===== src/rtl/xbus_pkg.sv =====
package xbus_pkg;
  typedef enum logic [2:0] {
    ST_NONE = 3'd0,
    ST_TI   = 3'd1,
    ST_T1   = 3'd2,
    ST_T2   = 3'd3,
    ST_T3   = 3'd4
  } bus_st_e;

  function automatic logic is_last(bus_st_e st, logic we);
    return (st == ST_T3) || (st == ST_T2 && we);
  endfunction

  function automatic logic in_access(bus_st_e st);
    return (st == ST_T1) || (st == ST_T2) || (st == ST_T3);
  endfunction
endpackage


===== src/rtl/xbus_turn.sv =====
module xbus_turn (
  input  logic clk_i,
  input  logic rst_ni,
  input  logic cfg_we_i,
  input  logic cfg_idle_i,
  input  logic accept_i,
  input  logic acc_we_i,
  input  logic cyc_last_i,
  input  logic bus_free_i,
  output logic ins_idle_o,
  output logic idle_en_o
);
  logic idle_en_q;
  logic rec_rd_q;

  always_ff @(posedge clk_i or negedge rst_ni) begin
    if (!rst_ni) idle_en_q <= 1'b1;
    else if (cfg_we_i) idle_en_q <= cfg_idle_i;
  end

  // record of the type of the access in flight; cleared with the bus idle
  always_ff @(posedge clk_i or negedge rst_ni) begin
    if (!rst_ni) rec_rd_q <= 1'b0;
    else if (accept_i) rec_rd_q <= ~acc_we_i;
    else if (bus_free_i) rec_rd_q <= 1'b0;
  end

  assign ins_idle_o = idle_en_q & accept_i & acc_we_i & rec_rd_q & cyc_last_i;
  assign idle_en_o  = idle_en_q;
endmodule


===== src/rtl/xbus_fsm.sv =====
module xbus_fsm #(
  parameter int AW     = 16,
  parameter int DW     = 16,
  parameter int AREA_W = 3
) (
  input  logic                 clk_i,
  input  logic                 rst_ni,
  input  logic                 req_valid_i,
  input  logic                 req_we_i,
  input  logic [AW-1:0]        req_addr_i,
  input  logic [AREA_W-1:0]    req_area_i,
  input  logic [DW-1:0]        req_wdata_i,
  input  logic                 ins_idle_i,
  input  logic [DW-1:0]        bus_din_i,
  output logic                 req_ready_o,
  output logic                 accept_o,
  output logic                 cyc_last_o,
  output logic                 bus_free_o,
  output xbus_pkg::bus_st_e    st_o,
  output logic                 we_o,
  output logic [AW-1:0]        addr_o,
  output logic [AREA_W-1:0]    area_o,
  output logic [DW-1:0]        wdata_o,
  output logic                 done_o,
  output logic [DW-1:0]        rdata_o
);
  import xbus_pkg::*;

  bus_st_e           st_q, st_d;
  logic              we_q;
  logic [AW-1:0]     addr_q;
  logic [AREA_W-1:0] area_q;
  logic [DW-1:0]     wdata_q;
  logic              done_q;
  logic [DW-1:0]     rdata_q;
  logic              last;
  logic              accept;

  assign last        = is_last(st_q, we_q);
  assign req_ready_o = (st_q == ST_NONE) || last;
  assign accept      = req_valid_i && req_ready_o;

  always_comb begin
    st_d = st_q;
    unique case (st_q)
      ST_NONE: if (accept) st_d = ST_T1;
      ST_TI:   st_d = ST_T1;
      ST_T1:   st_d = ST_T2;
      ST_T2:   begin
        if (!we_q) st_d = ST_T3;
        else if (accept) st_d = ins_idle_i ? ST_TI : ST_T1;
        else st_d = ST_NONE;
      end
      ST_T3:   begin
        if (accept) st_d = ins_idle_i ? ST_TI : ST_T1;
        else st_d = ST_NONE;
      end
      default: st_d = ST_NONE;
    endcase
  end

  always_ff @(posedge clk_i or negedge rst_ni) begin
    if (!rst_ni) begin
      st_q    <= ST_NONE;
      we_q    <= 1'b0;
      addr_q  <= '0;
      area_q  <= '0;
      wdata_q <= '0;
    end else begin
      st_q <= st_d;
      if (accept) begin
        we_q    <= req_we_i;
        addr_q  <= req_addr_i;
        area_q  <= req_area_i;
        wdata_q <= req_wdata_i;
      end
    end
  end

  always_ff @(posedge clk_i or negedge rst_ni) begin
    if (!rst_ni) begin
      done_q  <= 1'b0;
      rdata_q <= '0;
    end else begin
      done_q <= last;
      if (last && !we_q) rdata_q <= bus_din_i;
    end
  end

  assign accept_o   = accept;
  assign cyc_last_o = last;
  assign bus_free_o = (st_q == ST_NONE);
  assign st_o       = st_q;
  assign we_o       = we_q;
  assign addr_o     = addr_q;
  assign area_o     = area_q;
  assign wdata_o    = wdata_q;
  assign done_o     = done_q;
  assign rdata_o    = rdata_q;
endmodule


===== src/rtl/xbus_cs_dec.sv =====
module xbus_cs_dec #(
  parameter int N_AREA = 8,
  parameter int AREA_W = 3
) (
  input  logic              en_i,
  input  logic [AREA_W-1:0] area_i,
  output logic [N_AREA-1:0] cs_no
);
  for (genvar i = 0; i < N_AREA; i++) begin : g_cs
    assign cs_no[i] = ~(en_i && (area_i == AREA_W'(i)));
  end
endmodule


===== src/rtl/xbus_seq.sv =====
module xbus_seq #(
  parameter int  AW     = 16,
  parameter int  DW     = 16,
  parameter int  N_AREA = 8,
  localparam int AREA_W = (N_AREA > 1) ? $clog2(N_AREA) : 1
) (
  input  logic              clk_i,
  input  logic              rst_ni,
  input  logic              cfg_we_i,
  input  logic              cfg_idle_i,
  input  logic              req_valid_i,
  output logic              req_ready_o,
  input  logic              req_we_i,
  input  logic [AW-1:0]     req_addr_i,
  input  logic [AREA_W-1:0] req_area_i,
  input  logic [DW-1:0]     req_wdata_i,
  output logic              rsp_done_o,
  output logic [DW-1:0]     rsp_rdata_o,
  output logic [AW-1:0]     bus_addr_o,
  output logic [N_AREA-1:0] bus_cs_no,
  output logic              bus_rd_no,
  output logic              bus_wr_no,
  output logic [DW-1:0]     bus_dout_o,
  output logic              bus_doe_o,
  input  logic [DW-1:0]     bus_din_i
);
  import xbus_pkg::*;

  bus_st_e           st_q;
  logic              accept, cyc_last, bus_free, ins_idle, idle_en;
  logic              we_q;
  logic [AREA_W-1:0] area_q;
  logic              acc;

  xbus_fsm #(.AW(AW), .DW(DW), .AREA_W(AREA_W)) u_fsm (
    .clk_i       (clk_i),
    .rst_ni      (rst_ni),
    .req_valid_i (req_valid_i),
    .req_we_i    (req_we_i),
    .req_addr_i  (req_addr_i),
    .req_area_i  (req_area_i),
    .req_wdata_i (req_wdata_i),
    .ins_idle_i  (ins_idle),
    .bus_din_i   (bus_din_i),
    .req_ready_o (req_ready_o),
    .accept_o    (accept),
    .cyc_last_o  (cyc_last),
    .bus_free_o  (bus_free),
    .st_o        (st_q),
    .we_o        (we_q),
    .addr_o      (bus_addr_o),
    .area_o      (area_q),
    .wdata_o     (bus_dout_o),
    .done_o      (rsp_done_o),
    .rdata_o     (rsp_rdata_o)
  );

  xbus_turn u_turn (
    .clk_i      (clk_i),
    .rst_ni     (rst_ni),
    .cfg_we_i   (cfg_we_i),
    .cfg_idle_i (cfg_idle_i),
    .accept_i   (accept),
    .acc_we_i   (req_we_i),
    .cyc_last_i (cyc_last),
    .bus_free_i (bus_free),
    .ins_idle_o (ins_idle),
    .idle_en_o  (idle_en)
  );

  assign acc = in_access(st_q);

  xbus_cs_dec #(.N_AREA(N_AREA), .AREA_W(AREA_W)) u_cs (
    .en_i   (acc),
    .area_i (area_q),
    .cs_no  (bus_cs_no)
  );

  assign bus_rd_no = ~(acc && !we_q);
  assign bus_wr_no = ~(we_q && st_q == ST_T2);
  assign bus_doe_o = we_q && (st_q == ST_T1 || st_q == ST_T2);
endmodule


===== config.mk =====
export PLATFORM = sky130hd
export DESIGN_NAME = xbus_seq
export DESIGN_NICKNAME = d
export VERILOG_FILES = /design/src/rtl/xbus_pkg.sv /design/src/rtl/xbus_turn.sv /design/src/rtl/xbus_fsm.sv /design/src/rtl/xbus_cs_dec.sv /design/src/rtl/xbus_seq.sv
export SDC_FILE = /design/constraint.sdc
export NUM_CORES = 1
export LEC_CHECK = 0
export BUFFER_PORTS_ARGS = -buffer_cell sky130_fd_sc_hd__buf_2
export CORE_MARGIN = 2
export CORE_UTILIZATION = 35
export DETAILED_ROUTE_END_ITERATION = 8
export PLACE_DENSITY_LB_ADDON = 0.1
export SLEW_MARGIN = 20
export SYNTH_ARGS = -nofsm -noshare
export SYNTH_HDL_FRONTEND = slang
export SYNTH_HIERARCHICAL = 1
export SYNTH_SLANG_ARGS = --single-unit

===== constraint.sdc =====
create_clock -name clk_i -period 4.9 [get_ports clk_i]
set_input_delay 0.245 -clock clk_i [delete_from_list [all_inputs] [get_ports clk_i]]
set_output_delay 0.245 -clock clk_i [all_outputs]
set_load 0.1 [all_outputs]

==> summary.md <==
| Metric | Value |
|---|---|
| Count leader, synth | `dfrtp_1` |
| Final hold vios | `0` |
| Gr usage total | `0.146` |
| Main combinational cell family by area after synthesis | `multiplexers` |
| CP startpoint kind | `flip-flop` |
| Outcome | `finished, final reports clean` |
| Final Skew | `12.9 ps` |
| H-tree depth | `3` |
| Post-synthesis mux area share | `0.249` |
| Synth top area share | `0.592` |
| Die Width | `87.0 µm` |
| Async SR Flop Fraction | `1.00` |
| Ant. Diodes | `0` |
| Top post-synthesis cells by count | `57 x dfrtp_1, 29 x mux2_1, 22 x mux2_2, 5 x nor2_1` |
| DRC | `0` |
| Reg2Reg Depth | `9` |
| Synth Cell Area | `0.00241 mm²` |
| Number of port buffers | `117` |
| TritonRoute pass-1 iters | `4` |
| Max cap viols | `0` |
| Arrival time worst endpoint | `roughly 2100 ps` |
| Mapped Cells | `162` |
| RSZ-0062 raised after global routing | `false` |
| Setup Fix Bufs, Post-CTS | `0` |
| Max-slew violation count | `0` |
| Clock Tree Buf Depth | `2` |
| Crit Path Category | `reg -> out` |
| Layout area overhead | `36.6%` |
| Antenna violations before repair | `0` |
| Detailed Place HPWL | `3660 µm` |
| GPL Wtd Cong | `0.790` |
| Core area | `0.00672 mm²` |
| Fin crit share | `0.477` |
| Synth area leaders | `dfrtp_1 59%, mux2_1 14%, mux2_2 10%` |
| Mapped Avg Cell Area | `14.9 µm²` |
| Die height | `87.0 µm` |
| Data required, critical path | `4660 ps` |
| Worst slew pin tran | `744 ps` |
| Vias in the first global route | `1773` |
| Via count | `1763` |
| Fin nets | `344` |
| Rel. slew slack | `0.504` |
| Clk pin slew, worst setup/hold paths | `around 70 ps` |
| Hold Buf Count CTS | `0` |
| Syn Nets | `219` |
| Critical Path End Type | `output port` |
| Ratio of cells with drive above 1 in the final layout | `0.555` |
| Max Fclk | `428 MHz` |
| CTS tree | `yes` |
| Top FF cell, synth | `dfrtp_1` |
| Fillcell total | `629` |
| CP Max Fanout | `10` |
| # resized after CTS | `0` |
| Site Rows | `30` |
| Clock root cell | `clkbuf_8` |
| Multi-input logic area | `893 µm²` |
| Drt total wl | `5140 µm` |
| Worst skew pair latency | `330 ps` |
| Worst min path class | `in -> async` |
| # setup viols final | `0` |
| Sequential Area | `0.00145 mm²` |
| First DRT Iteration DRCs | `84` |
| Min Clock Period, post-route | `2340 ps` |
| Setup_tns | `0 ps` |
| Post-synthesis compound-gate area fraction | `0.0280` |
| Yosys cell types | `34` |
| Routed wire per std cell | `13.8 µm` |
| Cell taking the most area after synthesis | `dfrtp_1` |
| GRT Residual Overflow | `0` |
| DIE AREA | `0.00756 mm²` |
| EDFF count, synth | `0` |
| DR vias/cell | `4.74` |
| IO Count | `around 120` |
| First-pass GRT wire length | `8340 µm` |
| Adder-cell share of the synthesized area | `0` |
| Starting density of the core | `0.359` |
| Simple-Gate Fraction of Synth Area | `0.0940` |
| Yosys warning total | `6` |
| Routed Antenna Nets | `0` |
| Sink Count | `58` |
| Largest net degree at the start of global routing | `59` |
| Number of synthesized register bits | `58` |
| Post-Synth XOR/XNOR Area | `0` |
| Cts bufs inserted | `9` |
| Register area share after synthesis | `0.603` |
-- worst max-delay path, stage by stage (launching register included) --
cell and delay [ps]:
dfrtp_1 520, nor2b_4 230, or2_1 260, or4b_1 440, buf_2 300
-- final timing paths --
kind | endpoint | start | slack [ps]
max | bus_cs_no[0] | u_fsm/st_o[1] | 2560
min | u_fsm/addr_o[9] | rst_ni | 50
max reg2reg | u_fsm/st_o[1] | u_fsm/st_o[1] | 2700
min reg2reg | u_fsm/wdata_o[13] | u_fsm/wdata_o[13] | 480
max in group asynchronous | u_fsm/rdata_o[3] | rst_ni | 4340
min in group clk_i | u_fsm/addr_o[6] | req_addr_i[6] | 130
-- metal layers --
layer | wire length [µm] | global-route usage
met1 | 2190 | 0.172
met3 | 553 | 0.0607
met4 | 102 | 0.0852
met2 | 2290 | 0.223
met5 | 0 | 0
-- layout by cell type (no fill, tap or decap), drive strengths merged --
cell / Yosys / layout
buf: 5 / 119
dfrtp: 57 / 57
mux2: 52 / 52
clkbuf: 0 / 12
nor2: 6 / 6
nand4b: 4 / 4
nand2: 4 / 4
inv: 4 / 4
o21ai: 4 / 4
nand4bb: 3 / 3
nand3: 2 / 2
bufinv: 0 / 2
and3: 2 / 2
nor2b: 2 / 2
nor3b: 2 / 2
or2: 2 / 2
clkinv: 0 / 2
and2: 1 / 1
o21bai: 1 / 1
or4b: 1 / 1
nand4: 1 / 1
or3b: 1 / 1
a21o: 1 / 1
o32a: 1 / 1
o41ai: 1 / 1
a21oi: 1 / 1
a221oi: 1 / 1
nand2b: 1 / 1
mux2i: 1 / 1
dfstp: 1 / 1
-- through the flow --
stage,setup slack (ps),util,hold slack (ps),cells,instance area (µm²)
3_5_place_dp,2740,0.456,445,356,3060
4_1_cts,2560,0.490,76.8,372,3290
5_1_grt,2430,0.490,102,372,3290
2_1_floorplan,2630,-,-50.6,162,2410
6_report,2560,0.490,54.3,372,3290
3_3_place_gp,2810,0.456,446,356,3060
-- cells by family (layout without fill, tap and decap cells) --
kind of cell | Yosys count | after routing
simple gates | 32 | 32
compound gates | 10 | 10
buf+inv | 9 | 139
flops | 58 | 58
mux | 53 | 53
-- state kept, by name, indices dropped and copies added, names as in the netlist --
signal,cells
u_turn/rec_rd_q,1
u_fsm/we_o,1
u_fsm/rdata_o,16
u_fsm/addr_o,16
u_fsm/st_o,3
u_fsm/wdata_o,16
u_turn/idle_en_o,1
u_fsm/done_o,1
u_fsm/area_o,3
-- final cells by class --
type | instances | area share
Clock buffer | 12 | 0.0471
Clock inverter | 4 | 0.0224
Inverter | 4 | 0.00456
Multi-Input combinational cell | 95 | 0.271
Sequential cell | 58 | 0.441
Tap cell | 80 | 0.0304
Timing Repair Buffer | 119 | 0.183
Power is left out: the tool's default activity adds up to more than one toggle a clock period on the data nets, which glitch-free logic cannot reach.
